### src/rtl/ps_pkg.sv
// Shared types for the placement selector.
// Assumes: one-bit operation code, five controller states.
package ps_pkg;
    typedef enum logic {
        OP_MISS = 1'b0,
        OP_RHIT = 1'b1
    } place_op_e;

    typedef enum logic [2:0] {
        S_IDLE,
        S_SCAN_L,
        S_SEL,
        S_SCAN_R,
        S_FIN
    } sel_state_e;
endpackage

### src/rtl/ps_lfsr.sv
// Free-running Galois LFSR giving pseudo-random low bits.
// Assumes: SEED nonzero, TAPS a maximal polynomial for W.
module ps_lfsr #(
    parameter int W = 8,
    parameter int OW = 2,
    parameter logic [W-1:0] SEED = 8'hA5,
    parameter logic [W-1:0] TAPS = 8'hB8
) (
    input  logic          clk,
    input  logic          rst_n,
    output logic [OW-1:0] rnd_o
);
    logic [W-1:0] st_q;

    // step the register once per cycle
    always_ff @(posedge clk) begin
        if (!rst_n) st_q <= SEED;
        else        st_q <= (st_q >> 1) ^ (st_q[0] ? TAPS : '0);
    end

    assign rnd_o = st_q[OW-1:0];

    // random source never locks up in the all-zero state
    assert_lfsr_nonzero_R5: assert property (@(posedge clk) disable iff (!rst_n)
        st_q != '0);
endmodule

### src/rtl/ps_rcv_pick.sv
// Picks a receiver core: the first core at or after a start offset,
// walking upward with wrap, whose role bit is 0.
// Assumes: NCORES is a power of two.
module ps_rcv_pick #(
    parameter int NCORES = 4,
    parameter int CW = 2
) (
    input  logic [NCORES-1:0] role_i,
    input  logic [CW-1:0]     base_i,
    output logic [CW-1:0]     pick_o,
    output logic              found_o
);
    // search downward so the nearest offset is written last
    always_comb begin
        pick_o  = '0;
        found_o = 1'b0;
        for (int k = NCORES - 1; k >= 0; k--) begin
            if (!role_i[(int'(base_i) + k) % NCORES]) begin
                pick_o  = CW'((int'(base_i) + k) % NCORES);
                found_o = 1'b1;
            end
        end
    end
endmodule

### src/rtl/ps_far_scan.sv
// Sequential arg-max: takes one candidate per enabled cycle and keeps
// the largest distance. A strict compare keeps the earliest index on ties.
// Assumes: clr and en are never high together.
module ps_far_scan #(
    parameter int DW = 8,
    parameter int IW = 6
) (
    input  logic          clk,
    input  logic          rst_n,
    input  logic          clr,
    input  logic          en,
    input  logic          cand_ok,
    input  logic [DW-1:0] cand_dist,
    input  logic [IW-1:0] cand_idx,
    output logic          best_valid,
    output logic [IW-1:0] best_idx
);
    logic [DW-1:0] best_dist_q;

    // keep the farthest qualifying candidate seen since the last clear
    always_ff @(posedge clk) begin
        if (!rst_n || clr) begin
            best_valid  <= 1'b0;
            best_dist_q <= '0;
            best_idx    <= '0;
        end else if (en && cand_ok && (!best_valid || cand_dist > best_dist_q)) begin
            best_valid  <= 1'b1;
            best_dist_q <= cand_dist;
            best_idx    <= cand_idx;
        end
    end

    // the held maximum never shrinks between clears
    assert_best_grows_R2: assert property (@(posedge clk) disable iff (!rst_n)
        (best_valid && !clr) |=> (best_valid && best_dist_q >= $past(best_dist_q)));
    // a later equal candidate never displaces the held one
    assert_tie_keeps_R3: assert property (@(posedge clk) disable iff (!rst_n)
        (best_valid && !clr && en && cand_ok && cand_dist == best_dist_q)
        |=> $stable(best_idx));
endmodule

### src/rtl/oracle_place_sel.sv
// Oracle placement selector for one set of a spiller core.
// Miss: scans WAYS local distances plus the incoming one, then picks a
// receiver slot in two steps (LRU slot, else the owning spiller's
// farthest block in receiver caches). Remote hit: scans the same
// candidates and requests a swap unless the hit block is farthest.
// Assumes: inputs stable from accepted start to done, WAYS and NCORES
// powers of two, at least one receiver on a miss.
module oracle_place_sel
    import ps_pkg::*;
#(
    parameter int WAYS   = 8,
    parameter int NCORES = 4,
    parameter int DW     = 8,
    parameter int LFSR_W = 8
) (
    input  logic                          clk,
    input  logic                          rst_n,
    input  logic                          start_i,
    input  logic                          op_i,
    input  logic [WAYS*DW-1:0]            local_dist_i,
    input  logic [DW-1:0]                 cand_dist_i,
    input  logic [NCORES-1:0]             role_i,
    input  logic [NCORES*WAYS*DW-1:0]     rem_dist_i,
    input  logic [NCORES*WAYS*$clog2(NCORES)-1:0] rem_owner_i,
    input  logic [NCORES*WAYS-1:0]        rem_valid_i,
    input  logic [NCORES*$clog2(WAYS)-1:0] rem_lru_i,
    output logic                          done_o,
    output logic                          supply_o,
    output logic [$clog2(WAYS+1)-1:0]     victim_o,
    output logic                          bypass_o,
    output logic                          place_o,
    output logic [$clog2(NCORES)-1:0]     rem_core_o,
    output logic [$clog2(WAYS)-1:0]       rem_way_o,
    output logic                          swap_o
);
    localparam int WW   = $clog2(WAYS);
    localparam int CW   = $clog2(NCORES);
    localparam int NENT = NCORES * WAYS;
    localparam int EW   = $clog2(NENT);
    localparam int VW   = $clog2(WAYS + 1);
    localparam int PW   = $clog2(NENT + WAYS + 1);

    sel_state_e      state_q;
    place_op_e       op_q;
    logic [PW-1:0]   ptr_q;
    logic [CW-1:0]   spl_q;
    logic [VW-1:0]   victim_q;

    logic            scan_clr, scan_en, cand_ok;
    logic [DW-1:0]   cand_dist;
    logic            best_valid;
    logic [PW-1:0]   best_idx;

    logic [CW-1:0]   rnd;
    logic [CW-1:0]   pick_c;
    logic            pick_ok_c;
    logic [WW-1:0]   lru_c;
    logic [EW-1:0]   ent_c;
    logic [CW-1:0]   own_c;
    logic            vld_c;
    int              lidx, ridx;

    ps_lfsr #(.W(LFSR_W), .OW(CW)) u_lfsr (
        .clk   (clk),
        .rst_n (rst_n),
        .rnd_o (rnd)
    );

    ps_rcv_pick #(.NCORES(NCORES), .CW(CW)) u_pick (
        .role_i  (role_i),
        .base_i  (rnd),
        .pick_o  (pick_c),
        .found_o (pick_ok_c)
    );

    ps_far_scan #(.DW(DW), .IW(PW)) u_scan (
        .clk        (clk),
        .rst_n      (rst_n),
        .clr        (scan_clr),
        .en         (scan_en),
        .cand_ok    (cand_ok),
        .cand_dist  (cand_dist),
        .cand_idx   (ptr_q),
        .best_valid (best_valid),
        .best_idx   (best_idx)
    );

    // look up the first-step slot of the chosen receiver
    always_comb begin
        lru_c = rem_lru_i[int'(pick_c)*WW +: WW];
        ent_c = {pick_c, lru_c};
        own_c = rem_owner_i[int'(ent_c)*CW +: CW];
        vld_c = rem_valid_i[ent_c];
    end

    // present the candidate addressed by the scan pointer
    always_comb begin
        lidx      = (int'(ptr_q) < WAYS) ? int'(ptr_q) : 0;
        ridx      = (int'(ptr_q) < NENT) ? int'(ptr_q) : 0;
        scan_clr  = (state_q == S_IDLE && start_i) || (state_q == S_SEL);
        scan_en   = (state_q == S_SCAN_L) || (state_q == S_SCAN_R);
        cand_ok   = 1'b1;
        cand_dist = (int'(ptr_q) < WAYS) ? local_dist_i[lidx*DW +: DW] : cand_dist_i;
        if (state_q == S_SCAN_R) begin
            cand_dist = rem_dist_i[ridx*DW +: DW];
            cand_ok   = rem_valid_i[ridx]
                      && !role_i[CW'(ridx / WAYS)]
                      && (rem_owner_i[ridx*CW +: CW] == spl_q);
        end
    end

    // controller: scan, decide, and publish results with a done strobe
    always_ff @(posedge clk) begin
        if (!rst_n) begin
            state_q    <= S_IDLE;
            op_q       <= OP_MISS;
            ptr_q      <= '0;
            spl_q      <= '0;
            victim_q   <= '0;
            done_o     <= 1'b0;
            supply_o   <= 1'b0;
            victim_o   <= '0;
            bypass_o   <= 1'b0;
            place_o    <= 1'b0;
            rem_core_o <= '0;
            rem_way_o  <= '0;
            swap_o     <= 1'b0;
        end else begin
            done_o   <= 1'b0;
            supply_o <= 1'b0;
            case (state_q)
                S_IDLE: begin
                    if (start_i) begin
                        op_q    <= place_op_e'(op_i);
                        ptr_q   <= '0;
                        state_q <= S_SCAN_L;
                    end
                end
                S_SCAN_L: begin
                    if (ptr_q == PW'(WAYS)) state_q <= S_SEL;
                    else                    ptr_q   <= ptr_q + 1'b1;
                end
                S_SEL: begin
                    victim_q <= VW'(best_idx);
                    if (op_q == OP_RHIT) begin
                        victim_o   <= VW'(best_idx);
                        swap_o     <= (best_idx != PW'(WAYS));
                        bypass_o   <= 1'b0;
                        place_o    <= 1'b0;
                        rem_core_o <= '0;
                        rem_way_o  <= '0;
                        done_o     <= 1'b1;
                        supply_o   <= 1'b1;
                        state_q    <= S_IDLE;
                    end else if (!vld_c || !role_i[own_c]) begin
                        victim_o   <= VW'(best_idx);
                        bypass_o   <= (best_idx == PW'(WAYS));
                        place_o    <= 1'b1;
                        swap_o     <= 1'b0;
                        rem_core_o <= pick_c;
                        rem_way_o  <= lru_c;
                        done_o     <= 1'b1;
                        supply_o   <= 1'b1;
                        state_q    <= S_IDLE;
                    end else begin
                        spl_q   <= own_c;
                        ptr_q   <= '0;
                        state_q <= S_SCAN_R;
                    end
                end
                S_SCAN_R: begin
                    if (ptr_q == PW'(NENT - 1)) state_q <= S_FIN;
                    else                        ptr_q   <= ptr_q + 1'b1;
                end
                S_FIN: begin
                    victim_o   <= victim_q;
                    bypass_o   <= (victim_q == VW'(WAYS));
                    place_o    <= 1'b1;
                    swap_o     <= 1'b0;
                    rem_core_o <= CW'(best_idx >> WW);
                    rem_way_o  <= WW'(best_idx);
                    done_o     <= 1'b1;
                    supply_o   <= 1'b1;
                    state_q    <= S_IDLE;
                end
                default: state_q <= S_IDLE;
            endcase
        end
    end

    // a bypass is always a remote placement of candidate WAYS
    assert_bypass_R4: assert property (@(posedge clk) disable iff (!rst_n)
        (done_o && bypass_o) |-> (place_o && victim_o == VW'(WAYS)));
    // a miss only starts with a receiver available
    assert_rcv_exists_R5: assert property (@(posedge clk) disable iff (!rst_n)
        (state_q == S_IDLE && start_i && op_i == 1'b0) |-> (role_i != '1));
    // the receiver pick succeeds when the decision is taken
    assert_pick_ok_R5: assert property (@(posedge clk) disable iff (!rst_n)
        (state_q == S_SEL && op_q == OP_MISS) |-> pick_ok_c);
    // the published slot lives in a receiver core
    assert_rcv_role_R5: assert property (@(posedge clk) disable iff (!rst_n)
        (done_o && place_o) |-> !role_i[rem_core_o]);
    // the spiller scan always finds at least its own LRU slot
    assert_spill_found_R7: assert property (@(posedge clk) disable iff (!rst_n)
        (state_q == S_FIN) |-> best_valid);
    // a swap never names the hit block and never places remotely
    assert_swap_R8: assert property (@(posedge clk) disable iff (!rst_n)
        (done_o && swap_o) |-> (!place_o && victim_o != VW'(WAYS)));
    // done is a single-cycle strobe
    assert_done_pulse_R11: assert property (@(posedge clk) disable iff (!rst_n)
        done_o |=> !done_o);
    // inputs are held while an operation is in flight
    assert_hold_inputs_R11: assert property (@(posedge clk) disable iff (!rst_n)
        (state_q != S_IDLE && $past(state_q) != S_IDLE)
        |-> ($stable(role_i) && $stable(cand_dist_i) && $stable(local_dist_i)));
endmodule

### config.mk
export PLATFORM = sky130hd
export DESIGN_NAME = oracle_place_sel
export DESIGN_NICKNAME = d
export VERILOG_FILES = /design/src/rtl/ps_pkg.sv /design/src/rtl/ps_lfsr.sv /design/src/rtl/ps_rcv_pick.sv /design/src/rtl/ps_far_scan.sv /design/src/rtl/oracle_place_sel.sv
export SDC_FILE = /design/constraint.sdc
export NUM_CORES = 1
export LEC_CHECK = 0
export ABC_AREA = 1
export BUFFER_PORTS_ARGS = -buffer_cell sky130_fd_sc_hd__buf_2
export CAP_MARGIN = 10
export CORE_AREA = 2 2 177 179
export DETAILED_ROUTE_END_ITERATION = 6
export DIE_AREA = 0 0 179 181
export GPL_TIMING_DRIVEN = 0
export PLACE_DENSITY = 0.56
export SLEW_MARGIN = 20
export SYNTH_ARGS = -nofsm -noshare
export SYNTH_HDL_FRONTEND = slang
export SYNTH_SLANG_ARGS = --single-unit
### constraint.sdc
create_clock -name clk -period 6.1 [get_ports clk]
set_input_delay 0.915 -clock clk [delete_from_list [all_inputs] [get_ports clk]]
set_output_delay 0.915 -clock clk [all_outputs]
set_load 0.02 [all_outputs]
==> impl_metrics.csv, run 1 <==
group,metric,value,unit
cts,post-cts-setup-buffers,0,
sta,finalHoldViolCount,0,
routing,first_pass_iters,7,
synth,ys_warn_count,0,
global_routing,grt_max_degree,19,
synth,syn_area,0.007669,mm2
floorplanning,io_pins,458,
finish,drive_gt1_frac,0.2943,
critical_path,cp-end-kind,"register",
sta,worst_slew_margin_rel,0.2814,
pwr,pwr-share-seq,0.177,
sta,grt_setup_unrepaired,"no",
worst_hold_path,hp-class,"register to register",
cts,cts_resized,0,
finish,nets,2304,
synth,yosysTopAreaCellShare,0.1454,
cts,clk_latency,0.29,ns
cts,cts.clk_slew.worst_paths,0.08,ns
cts,clockBufferDepth,2,
cts,postCtsHoldBufs,0,
synth,synth_edf_count,0,
critical_path,cp-start-kind,"register",
floorplanning,die_y,181,um
global_routing,grt_pass1_vias,11860,
routing,via_per_inst,5.469,
critical_path,path_max_fanout,10,
pwr,pwr-share-comb,0.691,
synth,yosys.area.top_type,"nand2_1",
synth,synth_nets,1839,
pwr,p_per_area,206.4,mW/mm2
global_routing,grt_first_pass_wirelength,74540,um
pwr,power.switching,1.133,mW
routing,drt_iter0_drc,1025,
placement,post-place-cells,2240,
pwr,power_frac_clock,0.132,
placement,portBuffers,457,
global_routing,antenna_found_initial,10,
critical_path,required,6.32,ns
synth,async_flop_share,0,
sta,clock.fmax,174.1,MHz
synth,synthCells,1386,
synth,ys_types,45,
synth,ys_seq_elements,52,
cts,clock_sinks,52,
synth,ys_seq_area_frac,0.1357,
cts,cts-root-buf,"clkbuf_16",
critical_path,critical_path_class,"register to register",
routing,routedWlPerCell,22.82,um
job,max_cap_violations,0,
pwr,switching_share,0.5162,
synth,syn_avg_cell_area,5.533,um2
sta,period_share,0.9415,
floorplanning,dieArea,0.03240,mm2
placement,dpl.hpwl,42640,um
pwr,p_int,1.061,mW
finish,fin_util,0.3503,
placement,place.gp.congestion,0.9947,
sta,drv_slew,0,
finish,finalNonFillerCells,2256,
pwr,p_leak,5.023,nW
global_routing,grt_use_total,0.3050,
finish,nFillCells,3549,
finish,area_growth,38.65,%
sta,finalSetupViolCount,0,
routing,postRouteAntennaNets,0,
floorplanning,rows,64,
critical_path,crit_arrival,5.96,ns
floorplanning,core,0.03035,mm2
synth,synth_most_common_cell,"nand2_1",
sta,finClkSkew,0.01285,ns
cts,tritoncts,"built",
sta,tns,0,ns
cts,cts_buffers,5,
cts,htreeDepth,2,
routing,routed_wl,51490,um
floorplanning,die_w,179,um
outcome,outcome,"completed",
floorplanning,initial_core_util,0.2527,
global_routing,gr-total-overflow,0,
synth,synth_top_cells_by_area,"nand2_1 (15%), dfxtp_1 (14%), o21ai_0 (11%), nor2_1 (10%), nand3_1 (9.9%)",
routing,drc_errors,0,
routing,dr_total_vias,12340,
synth,synth_commonest_cells,"nand2_1 (297), nor2_1 (210), o21ai_0 (174)",
pwr,ir_drop,0.0001313,V
sta,period_needed,5.743,ns
synth,synth-main-ff-cell,"dfxtp_1",
sta,tightestPinTransition,1.070,ns
-- registers in the layout (all words and copies together) (netlist names) --
name,count
spl_q,2
victim_o,4
rem_way_o,3
rem_core_o,2
u_scan.best_valid,1
u_scan.best_idx,6
victim_q,4
bypass_o,1
supply_o,1
state_q,3
u_lfsr.st_q,8
ptr_q,6
op_q,1
u_scan.best_dist_q,8
place_o,1
swap_o,1
-- logic make-up after synthesis --
kind of cell / count (synthesis) / share of synthesized area
buf+inv: 182 / 0.1054
fa+ha+maj: 9 / 0.01468
xor+xnor: 5 / 0.005712
flops: 52 / 0.1357
simple gates: 727 / 0.4118
compound gates: 411 / 0.3266
-- power groups by stage --
stage	combinational [mW]	sequential [mW]	clock, mW
2_1_floorplan	0.918	0.397	0
3_3_place_gp	1.48	0.395	0
3_5_place_dp	1.48	0.395	0
4_1_cts	1.49	0.388	0.301
5_1_grt	1.65	0.392	0.317
6_report	1.52	0.388	0.291
-- final timing paths --
path,startpoint,to,slack [ns],cells past startpoint
worst max-delay path,ptr_q[0]$_SDFFE_PN0P_,u_scan.best_idx[3]$_SDFFE_PP0P_,0.36,27
worst min-delay path,u_lfsr.st_q[7]$_SDFF_PN1_,u_lfsr.st_q[6]$_SDFF_PN0_,0.42,2
worst max register to register,ptr_q[0]$_SDFFE_PN0P_,u_scan.best_idx[3]$_SDFFE_PP0P_,0.36,27
worst min register to register,u_lfsr.st_q[7]$_SDFF_PN1_,u_lfsr.st_q[6]$_SDFF_PN0_,0.42,2
-- metal layers --
layer / global-route usage / part of all wire / wire, um
met1: 0.4093 / 0.42 / 21800
met2: 0.5086 / 0.46 / 23570
met3: 0.05156 / 0.098 / 5056
met4: 0.06439 / 0.020 / 1024
met5: 0 / 0.00060 / 31
-- metrics by stage --
step	total power [mW]	cell area [um2]	hold WS (ns)	setup WS, ns
3_3_place_gp	1.874	10450	0.3964	0.4592
3_5_place_dp	1.878	10460	0.3973	0.5355
2_1_floorplan	1.315	7669	0.3905	2.294
5_1_grt	2.355	10620	0.4255	0.02996
4_1_cts	2.179	10610	0.4214	0.4919
6_report	2.194	10630	0.4240	0.3566
-- critical path, stage by stage, from the launching register on --
cell and delay [ns]:
dfxtp_1 0.31, buf_2 0.21, inv_2 0.14, nor2_1 0.17, inv_2 0.15, buf_2 0.25
buf_2 0.32, clkbuf_1 0.45, clkbuf_1 0.63, nor2_1 0.08, o22ai_1 0.32, o211ai_1 0.17
nand3_1 0.14, nand2_1 0.14, a31oi_1 0.30, a31oi_1 0.07, inv_1 0.10, ha_1 0.23
nand2_1 0.06, inv_1 0.05, a221oi_1 0.25, o221ai_1 0.14, o21ai_0 0.09, nand2_1 0.06
nand2_1 0.12, clkbuf_1 0.40, o21ai_0 0.16, a21oi_1 0.14
-- area by class of cell --
cell class	count	area [um2]	share of cell area
Timing Repair Buffer	458	2292	0.2156
Sequential cell	52	1041	0.09791
Buffer	110	535.5	0.05036
Inverter	72	272.8	0.02565
Clock buffer	5	125.1	0.01177
Multi-Input combinational cell	1152	5824	0.5478
Tap cell	396	495.5	0.04660
Clock inverter	3	26.28	0.002471
Antenna cell	8	20.02	0.001883
-- placed cells by master, fill, tap and decap left out, drive strengths merged, types with 2 or more instances in the layout --
master / instances
o221ai: 34
xnor2: 2
diode: 8
o211ai: 28
o32ai: 4
ha: 9
nor2: 211
o21bai: 5
xor2: 3
dfxtp: 52
clkbuf: 89
o311ai: 4
inv: 72
o221a: 4
a22oi: 8
a31oi: 12
a221oi: 2
clkinvlp: 2
o21ai: 174
nand3: 164
buf: 484
a21oi: 78
o22ai: 39
nor3: 23
a32o: 16
nand2: 323
Note: power is estimated with default switching activity, not from simulation.
==> run 2, diff against run 1 <==
--- a/config.mk
+++ b/config.mk
@@ -8,11 +8,14 @@
 export ABC_AREA = 1
 export BUFFER_PORTS_ARGS = -buffer_cell sky130_fd_sc_hd__buf_2
 export CAP_MARGIN = 10
-export CORE_AREA = 2 2 177 179
+export CELL_PAD_IN_SITES_DETAIL_PLACEMENT = 1
+export CELL_PAD_IN_SITES_GLOBAL_PLACEMENT = 1
+export CORE_AREA = 2 2 181 183
+export CTS_BUF_LIST = sky130_fd_sc_hd__clkbuf_4 sky130_fd_sc_hd__clkbuf_8
 export DETAILED_ROUTE_END_ITERATION = 6
-export DIE_AREA = 0 0 179 181
+export DIE_AREA = 0 0 183 185
 export GPL_TIMING_DRIVEN = 0
-export PLACE_DENSITY = 0.56
+export PLACE_DENSITY = 0.77
 export SLEW_MARGIN = 20
 export SYNTH_ARGS = -nofsm -noshare
 export SYNTH_HDL_FRONTEND = slang
==> run 2 against run 1 <==
Compared with the run above: hold slack improved by 0.0021 ns; non-clock buffer count decreased by 1; sequential cell count unchanged; critical path depth decreased by 4; core utilization decreased by 1.9 points; cell area decreased by 0.14%; maximum frequency increased by 0.62%; global-route usage decreased by 0.59 points; sequential power about the same.
==> impl_metrics.csv, run 2 (synthesis gave the netlist of run 1 again) <==
group,metric,value,unit
outcome,outcome,"completed",
pwr,pwr-share-seq,0.182,
sta,tightestPinTransition,1.039,ns
routing,met1_length,21040,um
job,max_cap_violations,0,
critical_path,required,6.36,ns
global_routing,grt_max_degree,19,
critical_path,path_buf_inv,6,
finish,nFillCells,4505,
sta,holdWs,0.4262,ns
sta,finalSetupViolCount,0,
finish,fin_area,0.01062,mm2
finish,nets,2303,
sta,worst_slew_margin_rel,0.3018,
routing,drt_iter0_drc,950,
finish,ff_latch_area,0.001041,mm2
cts,cts-root-buf,"clkbuf_8",
placement,dpl.hpwl,43080,um
routing,via_per_inst,5.502,
critical_path,crit_chain,"inv_1 > nor2_1 > clkbuf_1 > clkbuf_1 > o21ai_0 > o221ai_1 > o211ai_1 > nand3_1 > nand2_1 > a31oi_1 > a31oi_1 > inv_1 > ha_1 > nand2_1 > inv_1 > a221oi_1 > o221ai_1 > o21ai_0 > nand2_1 > nand2_1 > clkbuf_1 > o21ai_0 > a21oi_1",
cts,tritoncts,"built",
critical_path,critical_path_class,"register to register",
sta,period_needed,5.708,ns
sta,fin_ws,0.3922,ns
routing,routed_wl,52130,um
critical_path,crit_path_max_incr_delay,0.70,ns
pwr,ir_drop,0.00007679,V
critical_path,critPathTopFamily,"compound AO/OA/AOI/OAI gates",
finish,top_regs,"u_lfsr.st_q: 8 flops, u_scan.best_dist_q: 8 flops",
routing,first_pass_iters,5,
finish,multi_input_area,0.005832,mm2
sta,grt_setup_unrepaired,"no",
placement,pre_cts_slack,0.3777,ns
cts,cts_buffers,5,
cts,clockBufferDepth,2,
floorplanning,io_pins,458,
floorplanning,initial_core_util,0.2393,
routing,routed.top_layer,"met5",
placement,place.gp.congestion,0.9813,
sta,clock.fmax,175.2,MHz
global_routing,antenna_found_initial,26,
routing,dr_wl_met3,4178,um
critical_path,cp-start-kind,"register",
pwr,power.switching,1.138,mW
routing,drc_errors,0,
sta,tns,0,ns
pwr,p_leak,4.997,nW
sta,period_share,0.9357,
pwr,power_frac_clock,0.103,
routing,met2WireLength,25050,um
critical_path,slowest_stage,"nor2_1",
critical_path,cpMostUsedCell,"nand2_1",
global_routing,grt_pass1_vias,12780,
global_routing,grt_use_total,0.2991,
floorplanning,die_y,185,um
global_routing,grt_first_pass_wirelength,77430,um
finish,drive_gt1_frac,0.2950,
global_routing,gr-total-overflow,0,
critical_path,path_max_fanout,10,
placement,portBuffers,457,
cts,clk_latency,0.32,ns
finish,fin_util,0.3314,
finish,area_growth,38.46,%
finish,layout_commonest_cell,"buf_2",
placement,place_area,0.01047,mm2
routing,postRouteAntennaNets,0,
sta,finClkSkew,0.006779,ns
pwr,p_int,0.9898,mW
cts,htreeDepth,2,
floorplanning,rows,66,
pwr,pwr-share-comb,0.715,
sta,drv_slew,0,
critical_path,cp-end-kind,"register",
floorplanning,die_w,183,um
worst_hold_path,hp-class,"register to register",
cts,cts.clk_slew.worst_paths,0.11,ns
routing,dr_total_vias,12530,
finish,mostFrequentLayoutCells,"buf_2 (464), nand2_1 (297), nor2_1 (209), o21ai_0 (174), nand3_1 (152)",
sta,finalHoldViolCount,0,
pwr,switching_share,0.5348,
routing,routedWlPerCell,22.89,um
cts,clock_sinks,52,
floorplanning,core,0.03204,mm2
critical_path,crit_arrival,5.97,ns
floorplanning,dieArea,0.03386,mm2
pwr,p_per_area,200.4,mW/mm2
[run 2: final timing paths]
check                            startpoint                               to  slack [ns]  cells past startpoint
setup / recovery      ptr_q[1]$_SDFFE_PN0P_  u_scan.best_idx[1]$_SDFFE_PP0P_        0.39                     23
hold reg to reg   u_lfsr.st_q[3]$_SDFF_PN0_        u_lfsr.st_q[2]$_SDFF_PN1_        0.43                      1
setup reg to reg      ptr_q[1]$_SDFFE_PN0P_  u_scan.best_idx[1]$_SDFFE_PP0P_        0.39                     23
hold / removal    u_lfsr.st_q[3]$_SDFF_PN0_        u_lfsr.st_q[2]$_SDFF_PN1_        0.43                      1
[run 2: final cells by class]
cell class / count / share of cell area
antenna: 18 / 0.004242
buffer: 110 / 0.05044
clock buffer: 5 / 0.006481
clock inverter: 3 / 0.002357
inverter: 72 / 0.02569
multi-input combinational: 1152 / 0.5493
sequential: 52 / 0.09804
tap: 408 / 0.04808
timing repair buffer: 457 / 0.2154
[run 2: power groups by stage]
stage,clock (mW),sequential (mW),combinational (mW)
6_report,0.219,0.388,1.52
2_1_floorplan,0,0.397,0.918
3_3_place_gp,0,0.395,1.46
3_5_place_dp,0,0.396,1.49
4_1_cts,0.228,0.388,1.50
5_1_grt,0.241,0.392,1.66
[run 2: per-layer routing]
layer	track usage	vias up
met3	0.05427	118
met1	0.3638	5995
met4	0.1040	8
met5	0	-
li1	-	5779
met2	0.5285	627
[run 2: stage by stage]
| step | instances | power, mW |
|---|---|---|
| CTS | 2259 | 2.112 |
| detailed placement | 2251 | 1.884 |
| floorplan | 1386 | 1.315 |
| finish | 2277 | 2.128 |
| global route | 2273 | 2.295 |
| global placement | 2251 | 1.855 |
[run 2: timing repair]
action,in CTS,in global routing
setup buffers,0,0
hold buffers,0,0
gates resized for setup,0,1
endpoints found under the setup margin,0,10
==> run 3, diff against run 2 <==
--- a/config.mk
+++ b/config.mk
@@ -10,13 +10,14 @@
 export CAP_MARGIN = 10
 export CELL_PAD_IN_SITES_DETAIL_PLACEMENT = 1
 export CELL_PAD_IN_SITES_GLOBAL_PLACEMENT = 1
-export CORE_AREA = 2 2 181 183
+export CORE_AREA = 2 2 180 182
 export CTS_BUF_LIST = sky130_fd_sc_hd__clkbuf_4 sky130_fd_sc_hd__clkbuf_8
 export DETAILED_ROUTE_END_ITERATION = 6
-export DIE_AREA = 0 0 183 185
+export DIE_AREA = 0 0 182 184
 export GPL_TIMING_DRIVEN = 0
-export PLACE_DENSITY = 0.77
+export PLACE_DENSITY = 0.8
 export SLEW_MARGIN = 20
 export SYNTH_ARGS = -nofsm -noshare
 export SYNTH_HDL_FRONTEND = slang
+export SYNTH_HIERARCHICAL = 1
 export SYNTH_SLANG_ARGS = --single-unit
==> run 3 against run 2 <==
Compared with the run above: count of clock-buffer cells in the layout increased by 1; global-route usage increased by 1.0 points; via count increased by 2.5%; sequential power increased by 9.8%; cell area increased by 3.0%; setup slack improved by 0.66 ns; final cell count increased by 1.5%; clock skew increased by 0.0062 ns; critical path type unchanged.
==> impl_metrics.csv, run 3 <==
group,metric,value,unit
outcome,outcome,"completed",
global_routing,grt_first_pass_wirelength,78500,um
cts,htreeDepth,2,
global_routing,grt_max_degree,17,
synth,synth_nets,1889,
routing,routedWlPerCell,23.46,um
placement,place.gp.congestion,0.9778,
floorplanning,die_y,184,um
cts,cts_buffers,5,
finish,nets,2353,
synth,syn_avg_cell_area,5.594,um2
critical_path,crit_chain,"nand2_1 > buf_2 > inv_1 > clkbuf_1 > clkbuf_1 > nor2_1 > o311ai_0 > o211ai_1 > nand3_1 > a21oi_1 > a31oi_1 > ha_1 > nand2_1 > nand2_1 > nand2_1 > nand2_1 > nand2_1 > nand2_1 > nand2_2 > nand2_4 > buf_6 > a21oi_1 > nor2_1",
critical_path,cpMostUsedCell,"nand2_1",
sta,grt_setup_unrepaired,"no",
routing,routed_wl,54220,um
critical_path,critical_path_class,"register to register",
synth,ys_warn_count,6,
cts,cts-root-buf,"clkbuf_8",
critical_path,crit_path_max_incr_delay,0.65,ns
critical_path,crit_arrival,5.25,ns
pwr,p_per_area,252.3,mW/mm2
placement,dpl.hpwl,45190,um
routing,drt_iter0_drc,1146,
cts,clock_sinks,52,
floorplanning,core,0.03139,mm2
sta,drv_slew,0,
critical_path,required,6.31,ns
sta,finClkSkew,0.01300,ns
routing,postRouteAntennaNets,0,
global_routing,antenna_found_initial,11,
floorplanning,dieArea,0.03349,mm2
pwr,power.switching,1.586,mW
finish,top_regs,"u_lfsr/st_q: 8 flops, u_scan/best_dist_q: 8 flops",
worst_hold_path,worstHoldStart,"u_lfsr/st_q[3]$_SDFF_PN0_",
sta,finalHoldViolCount,0,
synth,synthCells,1436,
finish,layout_commonest_cell,"buf_2",
global_routing,grt_pass1_vias,12710,
critical_path,r2r-start,"ptr_q[0]$_SDFFE_PN0P_",
pwr,power_frac_clock,0.075,
pwr,pwr-share-comb,0.771,
critical_path,slowest_stage,"clkbuf_1",
critical_path,cp-end-kind,"register",
sta,clock.fmax,198.2,MHz
floorplanning,initial_core_util,0.2559,
routing,first_pass_iters,5,
sta,worst_slew_margin_rel,0.2862,
critical_path,path_max_fanout,10,
pwr,p_leak,5.138,nW
pwr,ir_drop,0.00008824,V
finish,mostFrequentLayoutCells,"buf_2 (472), nand2_1 (265), nor2_1 (244), nand3_1 (183), o211ai_1 (110)",
sta,tns,0,ns
cts,post-cts-setup-buffers,0,
finish,finalNonFillerCells,2311,
critical_path,cp-start-kind,"register",
cts,cts.clk_slew.worst_paths,0.09,ns
finish,nFillCells,4385,
routing,via_per_inst,5.558,
synth,syn_area,0.008033,mm2
cts,clk_latency,0.32,ns
placement,post-place-cells,2295,
global_routing,grt_use_total,0.3093,
job,max_cap_violations,0,
floorplanning,io_pins,458,
placement,portBuffers,457,
critical_path,critPathTopFamily,"buffers and inverters",
sta,finalSetupViolCount,0,
sta,tightestPinTransition,1.071,ns
routing,drc_errors,0,
critical_path,crit_start,"ptr_q[0]$_SDFFE_PN0P_",
cts,clockBufferDepth,2,
floorplanning,rows,65,
floorplanning,die_w,182,um
pwr,pwr-share-seq,0.154,
finish,area_growth,36.11,%
routing,dr_total_vias,12850,
worst_hold_path,hp-class,"register to register",
cts,cts_resized,0,
pwr,p_int,1.172,mW
finish,drive_gt1_frac,0.3140,
pwr,switching_share,0.5750,
sta,period_share,0.8271,
sta,period_needed,5.045,ns
cts,tritoncts,"built",
cts,postCtsHoldBufs,0,
critical_path,path_buf_inv,5,
global_routing,gr-total-overflow,0,
## run 3: worst register-to-register path, stage by stage, from the launching register on
cell and delay, ns:
dfxtp_1 0.59, nand2_1 0.12, buf_2 0.24, inv_1 0.11, clkbuf_1 0.61, clkbuf_1 0.66, nor2_1 0.10, o311ai_0 0.44
o211ai_1 0.28, nand3_1 0.15, a21oi_1 0.12, a31oi_1 0.34, ha_1 0.33, nand2_1 0.08, nand2_1 0.05, nand2_1 0.05
nand2_1 0.04, nand2_1 0.05, nand2_1 0.05, nand2_2 0.08, nand2_4 0.10, buf_6 0.17, a21oi_1 0.13, nor2_1 0.06
## run 3: stage by stage
stage               hold WS, ns  setup slack (ns)  utilization  cell area (um2)  power, mW
finish                   0.4236             1.055       0.3483            10930      2.759
global route             0.4501            0.7778       0.3483            10930      2.961
CTS                      0.4282             1.110       0.3476            10910      2.722
detailed placement       0.4046             1.119       0.3448            10820      2.508
global placement         0.3850             1.209       0.3448            10820      2.456
floorplan                0.3795             2.866            -             8033      1.710
## run 3: power groups by stage
stage | logic, mW | registers, mW | clock network (mW)
finish | 2.13 | 0.426 | 0.207
global route | 2.30 | 0.431 | 0.228
CTS | 2.08 | 0.425 | 0.213
detailed placement | 2.08 | 0.433 | 0
global placement | 2.02 | 0.431 | 0
floorplan | 1.28 | 0.432 | 0
## run 3: layout make-up
type / count / area (um2) / area share
buffer: 117 / 589.3 / 0.05390
antenna: 8 / 20.02 / 0.001831
tap: 402 / 503.0 / 0.04601
timing repair buffer: 457 / 2287 / 0.2092
clock inverter: 2 / 13.76 / 0.001259
inverter: 96 / 367.9 / 0.03365
clock buffer: 6 / 76.32 / 0.006981
multi-input combinational: 1171 / 6035 / 0.5520
sequential: 52 / 1041 / 0.09522
## run 3: final timing paths
path / endpoint / slack, ns / cells after the start
worst min-delay path: u_lfsr/st_q[2]$_SDFF_PN1_ / 0.42 / 2
worst max-delay path: u_scan/best_idx[4]$_SDFFE_PP0P_ / 1.05 / 23
worst min register to register: u_lfsr/st_q[2]$_SDFF_PN1_ / 0.42 / 2
worst max register to register: u_scan/best_idx[4]$_SDFFE_PP0P_ / 1.05 / 23
## run 3: layer usage
| metal | share of wire | GRT usage |
|---|---|---|
| met2 | 0.46 | 0.5231 |
| met4 | 0.026 | 0.07774 |
| met3 | 0.086 | 0.05547 |
| met1 | 0.43 | 0.4060 |
| met5 | 0.00041 | 0 |
